--- config.mk ---
export PLATFORM = sky130hd
export DESIGN_NAME = pwm_timer
export DESIGN_NICKNAME = d
export VERILOG_FILES = /design/src/rtl/pwm_timer_pkg.sv /design/src/rtl/pwm_timer_decode.sv /design/src/rtl/pwm_timer_counter.sv /design/src/rtl/pwm_timer_chan.sv /design/src/rtl/pwm_timer.sv
export SDC_FILE = /design/constraint.sdc
export NUM_CORES = 1
export LEC_CHECK = 0
export BUFFER_PORTS_ARGS = -buffer_cell sky130_fd_sc_hd__buf_2
export CORE_MARGIN = 3
export CORE_UTILIZATION = 40
export DETAILED_ROUTE_END_ITERATION = 16
export PLACE_DENSITY = 0.66
export SYNTH_ARGS = -nofsm -noshare
export SYNTH_HDL_FRONTEND = slang
export SYNTH_SLANG_ARGS = --single-unit
--- constraint.sdc ---
create_clock -name clk -period 2.2 [get_ports clk]
set_input_delay 0.33 -clock clk [delete_from_list [all_inputs] [get_ports clk]]
set_output_delay 0.33 -clock clk [all_outputs]
set_load 0.02 [all_outputs]
--- src/rtl/pwm_timer_pkg.sv ---
package pwm_timer_pkg;

  // Counting and waveform family
  typedef enum logic [1:0] {
    FAM_PLAIN = 2'd0,   // free-running or CTC, single slope, no buffering
    FAM_FAST  = 2'd1,   // single-slope PWM
    FAM_PHASE = 2'd2,   // dual slope, buffer loads at TOP
    FAM_PFREQ = 2'd3    // dual slope, buffer loads at BOTTOM
  } fam_e;

  // Where the ceiling value comes from
  typedef enum logic [1:0] {
    TOP_FULL  = 2'd0,
    TOP_FIXED = 2'd1,
    TOP_REG   = 2'd2,
    TOP_CMPA  = 2'd3
  } topsrc_e;

  typedef enum logic [1:0] {
    ACT_NONE = 2'd0,
    ACT_SET  = 2'd1,
    ACT_CLR  = 2'd2,
    ACT_TGL  = 2'd3
  } act_e;

  typedef struct packed {
    fam_e       fam;
    topsrc_e    tsrc;
    logic [1:0] fix_sel;   // fixed TOP = 2^(8+fix_sel) - 1
    logic       a_tgl_ok;  // channel A may toggle in a PWM family
  } mode_cfg_t;

  localparam logic [1:0] OM_OFF  = 2'b00;
  localparam logic [1:0] OM_TGL  = 2'b01;
  localparam logic [1:0] OM_LOW  = 2'b10;
  localparam logic [1:0] OM_HIGH = 2'b11;

endpackage

--- src/rtl/pwm_timer_decode.sv ---
module pwm_timer_decode
  import pwm_timer_pkg::*;
(
  input  logic [3:0] wave_mode,
  output mode_cfg_t  cfg
);

  always_comb begin
    cfg = '{fam: FAM_PLAIN, tsrc: TOP_FULL, fix_sel: 2'd0, a_tgl_ok: 1'b0};
    unique case (wave_mode)
      4'd4:  cfg = '{fam: FAM_PLAIN, tsrc: TOP_CMPA,  fix_sel: 2'd0, a_tgl_ok: 1'b0};
      4'd5:  cfg = '{fam: FAM_FAST,  tsrc: TOP_FIXED, fix_sel: 2'd0, a_tgl_ok: 1'b0};
      4'd6:  cfg = '{fam: FAM_FAST,  tsrc: TOP_FIXED, fix_sel: 2'd1, a_tgl_ok: 1'b0};
      4'd7:  cfg = '{fam: FAM_FAST,  tsrc: TOP_FIXED, fix_sel: 2'd2, a_tgl_ok: 1'b0};
      4'd8:  cfg = '{fam: FAM_PFREQ, tsrc: TOP_REG,   fix_sel: 2'd0, a_tgl_ok: 1'b0};
      4'd9:  cfg = '{fam: FAM_PFREQ, tsrc: TOP_CMPA,  fix_sel: 2'd0, a_tgl_ok: 1'b1};
      4'd10: cfg = '{fam: FAM_PHASE, tsrc: TOP_REG,   fix_sel: 2'd0, a_tgl_ok: 1'b0};
      4'd11: cfg = '{fam: FAM_PHASE, tsrc: TOP_CMPA,  fix_sel: 2'd0, a_tgl_ok: 1'b1};
      4'd14: cfg = '{fam: FAM_FAST,  tsrc: TOP_REG,   fix_sel: 2'd0, a_tgl_ok: 1'b1};
      4'd15: cfg = '{fam: FAM_FAST,  tsrc: TOP_CMPA,  fix_sel: 2'd0, a_tgl_ok: 1'b1};
      default: ;  // codes 0 and unused codes: free-running
    endcase
  end

endmodule

--- src/rtl/pwm_timer_counter.sv ---
module pwm_timer_counter
  import pwm_timer_pkg::*;
#(
  parameter int W = 16
) (
  input  logic         clk,
  input  logic         rst_n,
  input  logic         cnt_en,
  input  fam_e         fam,
  input  topsrc_e      tsrc,
  input  logic [1:0]   fix_sel,
  input  logic [W-1:0] top_reg,
  input  logic [W-1:0] a_eff,
  output logic [W-1:0] count_q,
  output logic [W-1:0] top_val,
  output logic         heading_up,
  output logic         at_bottom,
  output logic         buf_load
);

  localparam int           FIX_BASE = 8;
  localparam logic [W-1:0] ONES     = '1;
  localparam logic [W-1:0] ONE      = W'(1);

  logic         dual, at_top, dir_q, dir_d;
  logic [W-1:0] cnt_d, fixed_top;

  always_comb fixed_top = ~(ONES << (FIX_BASE + int'(fix_sel)));

  always_comb begin
    unique case (tsrc)
      TOP_FULL:  top_val = ONES;
      TOP_FIXED: top_val = fixed_top;
      TOP_REG:   top_val = top_reg;
      default:   top_val = a_eff;
    endcase
  end

  assign dual      = (fam == FAM_PHASE) || (fam == FAM_PFREQ);
  assign at_top    = (count_q >= top_val);
  assign at_bottom = (count_q == '0);

  // direction the counter takes on leaving the current value
  always_comb begin
    if (!dual)          heading_up = 1'b1;
    else if (at_bottom) heading_up = 1'b1;
    else if (at_top)    heading_up = 1'b0;
    else                heading_up = dir_q;
  end

  always_comb begin
    dir_d = heading_up;
    if (!dual)                cnt_d = at_top ? '0 : count_q + ONE;
    else if (top_val == '0)   cnt_d = '0;
    else if (heading_up)      cnt_d = count_q + ONE;
    else                      cnt_d = count_q - ONE;
  end

  always_comb begin
    unique case (fam)
      FAM_FAST:  buf_load = cnt_en & at_top;
      FAM_PHASE: buf_load = cnt_en & at_top;
      FAM_PFREQ: buf_load = cnt_en & at_bottom;
      default:   buf_load = 1'b0;
    endcase
  end

  always_ff @(posedge clk or negedge rst_n) begin
    if (!rst_n) begin
      count_q <= '0;
      dir_q   <= 1'b1;
    end else if (cnt_en) begin
      count_q <= cnt_d;
      dir_q   <= dir_d;
    end
  end

endmodule

--- src/rtl/pwm_timer_chan.sv ---
module pwm_timer_chan
  import pwm_timer_pkg::*;
#(
  parameter int W       = 16,
  parameter bit HAS_TGL = 1'b0
) (
  input  logic         clk,
  input  logic         rst_n,
  input  logic         cnt_en,
  input  fam_e         fam,
  input  logic         tgl_ok,
  input  logic [1:0]   om,
  input  logic [W-1:0] cmp_in,
  input  logic         buf_load,
  input  logic [W-1:0] count_q,
  input  logic [W-1:0] top_val,
  input  logic         heading_up,
  input  logic         at_bottom,
  output logic [W-1:0] cmp_eff,
  output logic         pin,
  output logic         pin_en
);

  logic [W-1:0] buf_q;
  logic         transparent, buf_upd;
  logic [1:0]   om_eff;
  logic         hit, cmp_is_top;
  act_e         act, lead, trail;
  logic         pin_q, pin_d;

  // compare buffer
  assign transparent = (fam == FAM_PLAIN) | ~cnt_en;
  assign buf_upd     = transparent | buf_load;
  assign cmp_eff     = transparent ? cmp_in : buf_q;

  always_ff @(posedge clk or negedge rst_n) begin
    if (!rst_n)       buf_q <= '0;
    else if (buf_upd) buf_q <= cmp_in;
  end

  // effective output mode
  always_comb begin
    if (om == OM_TGL)
      om_eff = ((fam == FAM_PLAIN) || (HAS_TGL && tgl_ok)) ? OM_TGL : OM_OFF;
    else
      om_eff = om;
  end
  assign pin_en = (om_eff != OM_OFF);

  assign hit        = (count_q == cmp_eff);
  assign cmp_is_top = (cmp_eff == top_val);
  assign lead       = om_eff[0] ? ACT_SET : ACT_CLR;
  assign trail      = om_eff[0] ? ACT_CLR : ACT_SET;

  always_comb begin
    act = ACT_NONE;
    if (om_eff == OM_TGL) begin
      if (hit) act = ACT_TGL;
    end else if (om_eff != OM_OFF) begin
      unique case (fam)
        FAM_PLAIN: if (hit) act = lead;
        FAM_FAST: begin
          if (hit && !cmp_is_top) act = lead;
          else if (at_bottom)     act = trail;
        end
        default: begin
          if (hit && !cmp_is_top)          act = heading_up ? lead : trail;
          else if (at_bottom && cmp_is_top) act = trail;
        end
      endcase
    end
  end

  always_comb begin
    unique case (act)
      ACT_SET: pin_d = 1'b1;
      ACT_CLR: pin_d = 1'b0;
      ACT_TGL: pin_d = ~pin_q;
      default: pin_d = pin_q;
    endcase
  end

  always_ff @(posedge clk or negedge rst_n) begin
    if (!rst_n)      pin_q <= 1'b0;
    else if (cnt_en) pin_q <= pin_d;
  end

  assign pin = pin_q;

endmodule

--- src/rtl/pwm_timer.sv ---
module pwm_timer
  import pwm_timer_pkg::*;
#(
  parameter int W         = 16,
  parameter int RST_STAGE = 2
) (
  input  logic         clk,
  input  logic         rst_n,
  input  logic         cnt_en,
  input  logic [3:0]   wave_mode,
  input  logic [1:0]   om_a,
  input  logic [1:0]   om_b,
  input  logic [W-1:0] cmp_a,
  input  logic [W-1:0] cmp_b,
  input  logic [W-1:0] top_reg,
  output logic         pin_a,
  output logic         pin_b,
  output logic         pin_a_en,
  output logic         pin_b_en
);

  localparam int NCH = 2;

  // asynchronous assert, synchronous release
  logic [RST_STAGE-1:0] rst_sr;
  logic                 rst_sync_n;

  always_ff @(posedge clk or negedge rst_n) begin
    if (!rst_n) rst_sr <= '0;
    else        rst_sr <= {rst_sr[RST_STAGE-2:0], 1'b1};
  end
  assign rst_sync_n = rst_sr[RST_STAGE-1];

  mode_cfg_t    cfg;
  logic [W-1:0] count_q, top_val;
  logic         heading_up, at_bottom, buf_load;

  logic [NCH-1:0][W-1:0] cmp_in_v, cmp_eff_v;
  logic [NCH-1:0][1:0]   om_v;
  logic [NCH-1:0]        pin_v, en_v;

  assign cmp_in_v[0] = cmp_a;
  assign cmp_in_v[1] = cmp_b;
  assign om_v[0]     = om_a;
  assign om_v[1]     = om_b;

  pwm_timer_decode u_dec (
    .wave_mode (wave_mode),
    .cfg       (cfg)
  );

  pwm_timer_counter #(.W(W)) u_cnt (
    .clk        (clk),
    .rst_n      (rst_sync_n),
    .cnt_en     (cnt_en),
    .fam        (cfg.fam),
    .tsrc       (cfg.tsrc),
    .fix_sel    (cfg.fix_sel),
    .top_reg    (top_reg),
    .a_eff      (cmp_eff_v[0]),
    .count_q    (count_q),
    .top_val    (top_val),
    .heading_up (heading_up),
    .at_bottom  (at_bottom),
    .buf_load   (buf_load)
  );

  for (genvar ch = 0; ch < NCH; ch++) begin : g_ch
    pwm_timer_chan #(.W(W), .HAS_TGL(ch == 0)) u_chan (
      .clk        (clk),
      .rst_n      (rst_sync_n),
      .cnt_en     (cnt_en),
      .fam        (cfg.fam),
      .tgl_ok     (cfg.a_tgl_ok),
      .om         (om_v[ch]),
      .cmp_in     (cmp_in_v[ch]),
      .buf_load   (buf_load),
      .count_q    (count_q),
      .top_val    (top_val),
      .heading_up (heading_up),
      .at_bottom  (at_bottom),
      .cmp_eff    (cmp_eff_v[ch]),
      .pin        (pin_v[ch]),
      .pin_en     (en_v[ch])
    );
  end

  assign pin_a    = pin_v[0];
  assign pin_b    = pin_v[1];
  assign pin_a_en = en_v[0];
  assign pin_b_en = en_v[1];

endmodule

==> run metrics <==
drt wl/cell=22.8 um; Worst slew margin=0.501; Setup Viol. Count Final=51; CP arrival=3700 ps; Synth Cell Area=5390 um^2; max_cap viols=0; drt pass-1 iters=6; failing checks=setup timing; Power Density=507 nW/um^2; Placed Cells incl. Taps=1083; Yosys reg bits=53; pre-CTS setup slack=-1730 ps; Slowest cell on crit path=mux2_2; Starting Density=0.419; Hold Path Origin=cmp_b[9]; Num CTS Buffers=5; Setup TNS=-59810 ps; hold path depth=2; EDFF count, synth=0; Setup crit start kind=input pin; ANT cells=0; first-pass GRT wire length=37.6 mm; final core occ=0.722; Leak=4.32 nW; Final ANT Viol Nets=0; initial antenna violation count=0; prevailing post-synth register cell=dfrtp_1; Die Y=122 um; post-synthesis sequential area ratio=0.246; FF-to-FF path depth=11; vias in the first global route=6985; Final WS setup=-1310 ps; Root Driver=clkbuf_16; R2R Path Start=u_cnt.count_q[0]; delay of the slowest critical-path stage=390 ps; # fillers=925; H-tree depth=2; Hold Path Sink=g_ch[1].u_chan.buf_q[9]; clk_skew=6.72 ps; syn_area_per_cell=8.17 um^2; final period utilization=1.60; Clk Latency, worst-skew pair=310 ps; Post-Syn Nets=737; area fraction of the dominant cell type after synthesis=0.241; GRT Total Usage=0.328; Finished Cell Area=9290 um^2; post-synthesis cell count=660; Buffers on Ports=62; Synth Warn #=0; library cells used by synthesis=72; Clock Sink Count=53; largest area contributor in the netlist=dfrtp_1; P&R area growth vs syn=72.3%; fraction of layout cells with a size suffix above 1=0.520; Fmax=0.285 GHz; worst min path class=input pin to flip-flop; status=finished, violations left; row cnt=41; WS Path Type=input pin to flip-flop; RSZ-0062 raised after global routing=yes; Core Area=12900 um^2; maximum VDD drop=0.462 mV; Post-DP Area=7510 um^2; Worst EP required=2390 ps; Via Count=7139; Tmin final=3510 ps; DR DRC count=0; hpwl dp=17.2 mm; Ports=63; Vias per Instance=6.21; Crit Path Max Fanout=7; final WL=26.2 mm; nets=1054; top post-synthesis cells by area=dfrtp_1, mux2_2, mux2i_1; RR Endpoint=u_cnt.count_q[15]; most used cell, CP=buf_6; full die area=14900 um^2; Die X=122 um; grt ovf=0; CTS tree=built; largest net degree at the start of global routing=52; max-slew violations=0; Iter 0 DRT Violations=924; Slew @ Worst Pin=748 ps; final hold slack=269 ps; commonest non-fill, non-tap cells in the layout=buf_4, buf_2, dfrtp_1; worst reg-to-reg setup slack=-1240 ps; ys async rst share=1.00; Max clock buf depth=2; Pwr Total=4.71 mW; clk slew on worst S/H paths=80 ps; leading cell type in the layout, fill and taps excluded=buf_4; crit end category=flip-flop; GPL Wtd Cong=0.954; CP Cell Sequence=buf_6 > nor2b_4 > buf_6 > buf_6 > buf_6 > buf_4 > nor3_2 > a21oi_2 > inv_1 > ha_1 > nor4_2 > nor2_1 > a211oi_2 > o21a_2 > a21o_4 > mux2_2 > a22oi_1 > o31ai_1; Hold Fails Final Rpt=0; fin cells=1150
==> routing by layer <==
layer	wire, um	vias up	track usage
met5	0	-	0
met4	1550	0	0.155
met3	1970	144	0.0413
met2	12300	455	0.551
met1	10400	3424	0.417
li1	-	3116	-
==> sequential cells by signal, summed over array words and instances (netlist names) <==
signal             cells
rst_sr                 2
u_cnt.dir_q            1
u_cnt.count_q         16
g_ch.u_chan.pin        2
g_ch.u_chan.buf_q     32
==> worst max path at each step <==
stage / from / endpoint / cells after the start
2_1_floorplan: wave_mode[2] / g_ch[1].u_chan.pin / 20
3_3_place_gp: wave_mode[3] / g_ch[0].u_chan.pin / 19
3_5_place_dp: wave_mode[3] / u_cnt.count_q[7] / 18
4_1_cts: wave_mode[3] / g_ch[0].u_chan.pin / 19
5_1_grt: wave_mode[2] / u_cnt.count_q[13] / 22
6_report: wave_mode[2] / u_cnt.count_q[15] / 18
==> cells in the mapped netlist (all sizes together) (5+ instances only) <==
| master | number |
|---|---|
| o2bb2ai | 5 |
| and3 | 7 |
| dfrtp | 52 |
| a22o | 5 |
| o21a | 6 |
| nor4 | 31 |
| buf | 21 |
| a211oi | 8 |
| nor2 | 34 |
| a21boi | 9 |
| nand2 | 47 |
| nand4 | 5 |
| mux2 | 28 |
| a21oi | 32 |
| a21o | 9 |
| o21ai | 42 |
| xor2 | 21 |
| nand2b | 13 |
| nor3 | 14 |
| a22oi | 6 |
| mux2i | 31 |
| o31ai | 5 |
| inv | 46 |
| o221ai | 10 |
| nand3 | 19 |
| ha | 18 |
| o22ai | 19 |
| xnor2 | 27 |
| or4 | 6 |
| clkbuf | 23 |
==> cell families after synthesis <==
| logic type | share of synthesized area |
|---|---|
| multiplexers | 0.118 |
| adder cells (fa/ha/maj) | 0.0418 |
| AO/OA/AOI/OAI | 0.256 |
| flip-flops | 0.246 |
| AND/OR/NAND/NOR | 0.187 |
| XOR/XNOR | 0.0780 |
| buffers and inverters | 0.0719 |
| other | 0.000695 |
==> what timing repair did <==
action                                  in CTS  in global routing
setup buffers                               29                 23
hold buffers                                 1                  0
hold endpoints to repair                     2                  0
gates cloned                                 5                  5
pin swaps                                   31                 50
gates resized for setup                    138                114
endpoints found under the setup margin      52                 52
==> where the power goes <==
| group | internal, mW | leakage (nW) | switching [mW] |
|---|---|---|---|
| logic | 1.29 | 3.60 | 1.36 |
| registers | 1.08 | 0.650 | 0.0893 |
| clock network | 0.439 | 0.0763 | 0.447 |
| total | 2.82 | 4.32 | 1.90 |
==> area by class of cell <==
cell class | count | area, um^2 | share of cell area
Sequential cell | 53 | 1330 | 0.143
Tap cell | 172 | 215 | 0.0232
Multi-Input combinational cell | 518 | 4590 | 0.494
Inverter | 46 | 173 | 0.0186
Clock inverter | 3 | 28.8 | 0.00310
Timing Repair Buffer | 353 | 2840 | 0.305
Clock buffer | 5 | 125 | 0.0135
==> worst max-delay path, delay by kind of cell <==
kind | cells | cell delay (ps)
AO/OA/AOI/OAI | 6 | 1190
adder cells (fa/ha/maj) | 1 | 230
buffers and inverters | 6 | 690
multiplexers | 1 | 390
AND/OR/NAND/NOR | 4 | 870
No activity file was read; power rests on OpenSTA's default activity.
